<file path="src/rtl/sat_pkg.sv">
package sat_pkg;

    localparam int SAT_DATA_W = 32;
    localparam int SAT_WID_W  = $clog2(SAT_DATA_W);

    typedef logic [SAT_DATA_W-1:0] sat_word_t;
    typedef logic [SAT_WID_W-1:0]  sat_wid_t;

    typedef enum logic {
        SAT_MODE_SIGNED   = 1'b0,
        SAT_MODE_UNSIGNED = 1'b1
    } sat_mode_e;

    typedef struct packed {
        sat_word_t upper;
        sat_word_t lower;
    } sat_bounds_t;

    typedef struct packed {
        sat_word_t value;
        logic      clamped;
    } sat_result_t;

    localparam sat_result_t SAT_RESULT_CLEAR = '{value: '0, clamped: 1'b0};

    // Signed comparison of two words held as plain vectors.
    function automatic logic sat_gt(input sat_word_t a, input sat_word_t b);
        return $signed(a) > $signed(b);
    endfunction

endpackage

</file>
<file path="src/rtl/sat_limit_gen.sv">
module sat_limit_gen
    import sat_pkg::*;
(
    input  sat_wid_t    width_i,
    input  sat_mode_e   mode_i,
    output sat_bounds_t bounds_o
);

    localparam int CMP_W = SAT_WID_W + 1;

    // Low-order mask: bit i is set when i lies below the field value.
    // The same mask is the upper limit in both modes.
    sat_word_t low_mask;

    for (genvar gi = 0; gi < SAT_DATA_W; gi++) begin : g_mask
        assign low_mask[gi] = ({1'b0, width_i} > CMP_W'(gi));
    end

    always_comb begin
        bounds_o.upper = low_mask;
        if (mode_i == SAT_MODE_SIGNED) begin
            bounds_o.lower = ~low_mask;
        end else begin
            bounds_o.lower = '0;
        end
    end

endmodule

</file>
<file path="src/rtl/sat_clamp.sv">
module sat_clamp
    import sat_pkg::*;
(
    input  sat_word_t   operand_i,
    input  sat_bounds_t bounds_i,
    output sat_result_t result_o
);

    logic above;
    logic below;

    assign above = sat_gt(operand_i, bounds_i.upper);
    assign below = sat_gt(bounds_i.lower, operand_i);

    always_comb begin
        if (above) begin
            result_o.value = bounds_i.upper;
        end else if (below) begin
            result_o.value = bounds_i.lower;
        end else begin
            result_o.value = operand_i;
        end
        result_o.clamped = above | below;
    end

endmodule

</file>
<file path="src/rtl/sat_out_stage.sv">
module sat_out_stage
    import sat_pkg::*;
(
    input  logic        clk,
    input  logic        rst,
    input  sat_result_t d_i,
    output sat_result_t q_o
);

    always_ff @(posedge clk) begin
        if (rst) begin
            q_o <= SAT_RESULT_CLEAR;
        end else begin
            q_o <= d_i;
        end
    end

endmodule

</file>
<file path="src/rtl/sat_unit.sv">
module sat_unit
    import sat_pkg::*;
(
    input  logic                  clk,
    input  logic                  rst,
    input  logic [SAT_DATA_W-1:0] operand_i,
    input  logic [SAT_WID_W-1:0]  width_i,
    input  logic                  mode_i,
    output logic [SAT_DATA_W-1:0] result_o,
    output logic                  clamped_o
);

    sat_mode_e   mode_sel;
    sat_bounds_t bounds;
    sat_result_t comb_res;
    sat_result_t reg_res;

    assign mode_sel = sat_mode_e'(mode_i);

    sat_limit_gen i_limit (
        .width_i  (width_i),
        .mode_i   (mode_sel),
        .bounds_o (bounds)
    );

    sat_clamp i_clamp (
        .operand_i (operand_i),
        .bounds_i  (bounds),
        .result_o  (comb_res)
    );

    sat_out_stage i_out (
        .clk (clk),
        .rst (rst),
        .d_i (comb_res),
        .q_o (reg_res)
    );

    assign result_o  = reg_res.value;
    assign clamped_o = reg_res.clamped;

    // Set when the previous edge saw reset released, so the outputs carry
    // a computed value and $past of the inputs refers to that edge.
    logic primed_q;
    always_ff @(posedge clk) begin
        primed_q <= ~rst;
    end

    AST_RESET_CLEAR: assert property (@(posedge clk)
        rst |=> (result_o == '0) && !clamped_o);

    AST_FLAG_MATCHES_CHANGE: assert property (@(posedge clk) disable iff (rst)
        primed_q |-> (clamped_o == (result_o != $past(operand_i))));

    AST_SIGNED_FULL_PASS: assert property (@(posedge clk) disable iff (rst)
        (primed_q && !$past(mode_i) && ($past(width_i) == '1))
        |-> (result_o == $past(operand_i)) && !clamped_o);

    AST_SIGNED_ONE_BIT: assert property (@(posedge clk) disable iff (rst)
        (primed_q && !$past(mode_i) && ($past(width_i) == '0))
        |-> ((result_o == '0) || (result_o == '1)));

    AST_UNSIGNED_NONNEG: assert property (@(posedge clk) disable iff (rst)
        (primed_q && $past(mode_i)) |-> !result_o[SAT_DATA_W-1]);

    AST_UNSIGNED_ZERO_WIDTH: assert property (@(posedge clk) disable iff (rst)
        (primed_q && $past(mode_i) && ($past(width_i) == '0))
        |-> (result_o == '0));

endmodule

</file>
<file path="config.mk">
export PLATFORM = sky130hd
export DESIGN_NAME = sat_unit
export DESIGN_NICKNAME = d
export VERILOG_FILES = /design/src/rtl/sat_pkg.sv /design/src/rtl/sat_limit_gen.sv /design/src/rtl/sat_clamp.sv /design/src/rtl/sat_out_stage.sv /design/src/rtl/sat_unit.sv
export SDC_FILE = /design/constraint.sdc
export NUM_CORES = 1
export LEC_CHECK = 0
export CAP_MARGIN = 25
export CORE_ASPECT_RATIO = 1.5
export CORE_MARGIN = 1.5
export CORE_UTILIZATION = 45
export CTS_BUF_LIST = sky130_fd_sc_hd__clkbuf_4 sky130_fd_sc_hd__clkbuf_8
export CTS_CLUSTER_SIZE = 25
export DETAILED_ROUTE_END_ITERATION = 16
export DONT_BUFFER_PORTS = 1
export HOLD_SLACK_MARGIN = 0.02
export SLEW_MARGIN = 10
export SYNTH_ARGS = -nofsm -noshare
export SYNTH_HDL_FRONTEND = slang
export SYNTH_SLANG_ARGS = --single-unit
</file>
<file path="constraint.sdc">
create_clock -name clk -period 3.8 [get_ports clk]
set_input_delay 0.38 -clock clk [delete_from_list [all_inputs] [get_ports clk]]
set_output_delay 0.38 -clock clk [all_outputs]
set_load 0.05 [all_outputs]
</file>
## Word-level counts from Yosys, hierarchy flattened

Cells that the tools add are included.

- $lt $le $gt $ge: 33
- Bitwise logic cells: 2
- Mux-type cells: 3
- Reductions and logical operators: 1

Operators by type and width:

| operator | count |
|---|---|
| $gt 5x5->1 const B | 15 |
| $gt 32x32->1 | 2 |
| $mux 32 | 2 |
| $gt 5x4->1 const B | 8 |
| $not 31->32 | 1 |
| $mux 31 | 1 |
| $gt 5x3->1 const B | 4 |
| $gt 5x1->1 const B | 2 |
| $gt 5x2->1 const B | 2 |
| $reduce_or 2->1 | 1 |
| $or 1x1->1 | 1 |

- Flip-flop bits (word level): 33
- Bits of input ports: 40
- Logic and storage cells: 42

## Logic depth before layout (Yosys ltp)

- Word-level depth: 6
- Depth in mapped cells: 16
- Mapped depth without buffers: 13

## By module

A second synthesis with hierarchy kept.

- Cell total of the unflattened synthesis: 562
- Area, all modules: 4,127.7 um^2

By module, submodules not included:

| module | cells an instance | area an instance (um^2) | instances |
|---|---|---|---|
| sat_clamp | 394 | 2,682.6 | 1 |
| sat_out_stage | 69 | 889.6 | 1 |
| sat_limit_gen | 99 | 555.5 | 1 |

## Worst setup path before layout

No wires, ideal clock.

- Kind: input port to flip-flop
- Start: input width_i[4]
- End: register i_out.q_o[11] (netlist bit)
- Data arrival time: 3.725 ns
- Stages: 16
- Data required time: 3.721 ns
- Slack: -0.004 ns
- Library setup time: 0.079 ns
- Buffers on the path: 3
- Cells stage by stage: clkbuf_1 and2_1 clkbuf_1 and3_1 nand2_1 inv_1 nor2_1 ha_1 nand4_4 nor4_4 nor2_2 a31oi_4 a41oi_4 or4_4 buf_6 o221ai_2

- Longest elaborated chain between the ends: 6

Ends and longest elaborated chain:

| item | line | source |
|---|---|---|
| start: declaration | sat_unit.sv:7 | `input logic [SAT_WID_W-1:0] width_i,` |
| $gt 5x1->1, or another cell as far along | sat_limit_gen.sv:16 | `assign low_mask[gi] = ({1'b0, width_i} > CMP_W'(gi));` |
| $not 31->32 | sat_limit_gen.sv:22 | `bounds_o.lower = ~low_mask;` |
| $mux 32 | sat_limit_gen.sv:21 | `if (mode_i == SAT_MODE_SIGNED) begin` |
| $gt 32x32->1 | sat_pkg.sv:28 | `return $signed(a) > $signed(b);` |
| $mux 32 | sat_clamp.sv:18 | `end else if (below) begin` |
| $mux 31 * | sat_clamp.sv:16 | `if (above) begin` |
| end signal: assignment | sat_out_stage.sv:14 | `q_o <= d_i;` |
| end: declaration | sat_out_stage.sv:7 | `output sat_result_t q_o` |

Every way passes the cells marked *; elsewhere a longest branch is shown, timed or not.
A chain may end at the register's enable or synchronous reset.

## Final worst setup path

- Start: input width_i[4]
- End: register i_out.q_o[19] (netlist bit)

Same word-level chain as after synthesis.

==> summary.txt <==
Clocking
  • H-tree depth: 2
  • Sink Count: 33
  • CTS max path bufs: 2
  • CTS tree: yes
  • Cts repair resizes: 0
  • Post-CTS setup buffers: 0
  • Reg clk slew, reported paths: 0.07 ns
  • CTS Hold Buffers Added: 0
  • Root buf cell: clkbuf_8
  • CTS Buf Count: 5

Routing
  • Drt total wl: 10,700 microns
  • Drt wl/cell: 19.5 microns
  • Initial drt markers: 156
  • Final ANT Viol Nets: 0
  • DR DRC count: 0
  • Vias per cell: 6.05
  • Vias post-DR: 3,313
  • Pre-Repair DR Iteration Count: 4

STA
  • Max_slew headroom: 0.452
  • Setup TNS: 0 ns
  • Fmax: 0.300 GHz
  • Worst hold slack: 0.148 ns
  • Post-layout min period: 3.33 ns
  • Period utilization: 0.876
  • Count of pins over their slew limit: 0
  • RSZ-0062 raised after global routing: no
  • Final setup fails: 0
  • Worst-Margin Slew: 0.822 ns
  • Final hold vios: 0

Global routing
  • First-pass GRT wire length: 16,900 microns
  • Pin count of the biggest net entering global routing: 35
  • GR Overflow Total: 0
  • Vias in the first global route: 3,362
  • GRT Util Overall: 0.264
  • Initial antenna violation count: 0

Placed design
  • HPWL Detailed: 8510 microns
  • Global placer's final weighted congestion: 0.886
  • Placed Instances: 540
  • Post-DP Area: 3710 sq um
  • IO Port Bufs: 0

Floorplan
  • Chip Height: 112 microns
  • Core footprint: 7660 sq um
  • # rows: 39
  • Die X: 75.9 microns
  • IO Count: 73
  • Starting density of the core: 0.468
  • DIE AREA: 8520 sq um

Critical path
  • Crit path kind: in -> reg
  • Worst Path Max Fanout: 22
  • Crit path DAT: 3.54 ns
  • Critical Path Sink Type: register
  • Worst-path cell chain: and2_1, and3_1, nand2_1, inv_1, nor2_1, ha_1, nand4_4, nor3_2, a2bb2oi_2, a211oi_2, a41oi_4, or4_4, o221ai_1
  • Slowest CP cell: or4_4
  • CP Launch Type: input pin
  • Slowest Stage Delay on Critical Path: 0.73 ns
  • WP data required: 4.01 ns

Synthesis
  • Synthesis Warnings: 0
  • Synth unique cells: 54
  • Mapped Avg Cell Area: 8.03 sq um
  • Largest cells by area after synthesis: ha_1, dfxtp_1, o221ai_2
  • Syn_nets: 549
  • Seq cells post-synth: 33
  • Post-synth EDFFs: 0
  • Cells after Synth: 446
  • Synth cell count leaders: ha_1, inv_1, nor2_1
  • Cell taking the most area after synthesis: ha_1
  • Sequential area share after synthesis: 0.184
  • Yosys top cell area share: 0.220
  • Main synth FF type: dfxtp_1
  • Fraction of registers with async set/reset: 0
  • Count leader, synth: ha_1
  • Post-synthesis cell area: 3580 sq um

Final layout
  • Layout cells sized above 1: 0.126
  • Post-Layout Cell Count: 548
  • Area growth syn-to-layout: 6.95%
  • Max FFs per register: 33
  • Layout Cell Area excl Fill: 3830 sq um
  • Antenna cell count: 0
  • Largest register by flop count: i_out.q_o
  • Largest regs: i_out.q_o: 33 flops
  • Fin nets: 548

Outcome
  • Outcome: finished clean

Pwr
  • Worst VDD drop: 241 uV
  • Leakage: 1.82 nW
  • Overall Power: 1.26 mW
  • Power Dens Cells: 328 nW/um^2

Worst hold path
  • Hold Path Class: in -> reg

Run
  • Max_cap viols: 0
==> path summary, 6_finish.rpt <==
check        from             to  slack (ns)  cells after the start
max    width_i[4]  i_out.q_o[19]        0.47                     13
min           rst   i_out.q_o[0]        0.15                      1
==> report_power, final <==
| group | total, mW | switching [mW] | internal, mW |
|---|---|---|---|
| registers | 0.530 | 0.146 | 0.384 |
| logic | 0.357 | 0.211 | 0.146 |
| clock network | 0.368 | 0.147 | 0.221 |
| total | 1.26 | 0.505 | 0.751 |
==> layout make-up <==
cell class,count,area [sq um]
repair buffers,13,97.6
fillers,779,3830
well taps,102,128
inverters,62,233
clock buffers,7,90.1
flip-flops and latches,33,661
multi-input cells,330,2590
clock inverters,1,30.0
==> logic make-up (layout without fill, tap and decap cells) <==
kind of cell / Yosys count / count (layout) / share of synthesized area
flip-flops: 33 / 33 / 0.184
buffers and inverters: 83 / 83 / 0.0919
adder cells (fa/ha/maj): 63 / 63 / 0.220
AO/OA/AOI/OAI: 110 / 110 / 0.271
multiplexers: 5 / 5 / 0.0143
AND/OR/NAND/NOR: 152 / 152 / 0.218
==> per-layer routing <==
| layer | GRT usage | routed length, microns | up-vias |
|---|---|---|---|
| li1 | - | - | 1618 |
| met1 | 0.288 | 4070 | 1562 |
| met2 | 0.466 | 5640 | 108 |
| met3 | 0.0583 | 598 | 25 |
| met4 | 0.121 | 362 | 0 |
| met5 | 0 | 0 | - |
==> per-stage QoR <==
step                      setup WS, ns  utilization
after floorplan                 0.0880            -
after global placement           0.239        0.484
after detailed placement         0.179        0.484
after CTS                        0.498        0.500
after global routing             0.159        0.500
final                            0.471        0.500
==> placed cells by master (no fill, tap or decap), drive strengths merged, types with 7 or more instances in the layout <==
cell    instances
inv            62
o21ai           9
nand4          15
nand3          37
dfxtp          33
a21oi          31
clkbuf          7
ha             63
nor2           49
nand2          18
buf            13
a221oi         11
a21o           12
o221ai         22
==> worst max-delay path: cells and delay by family <==
family,cells,cell delay (ns)
and+or+nand+nor,7,1.73
AOI/OAI and AO/OA,4,0.96
adders and majority gates,1,0.34
buffers and inverters,1,0.12
Power figures use the tool's default switching activity.
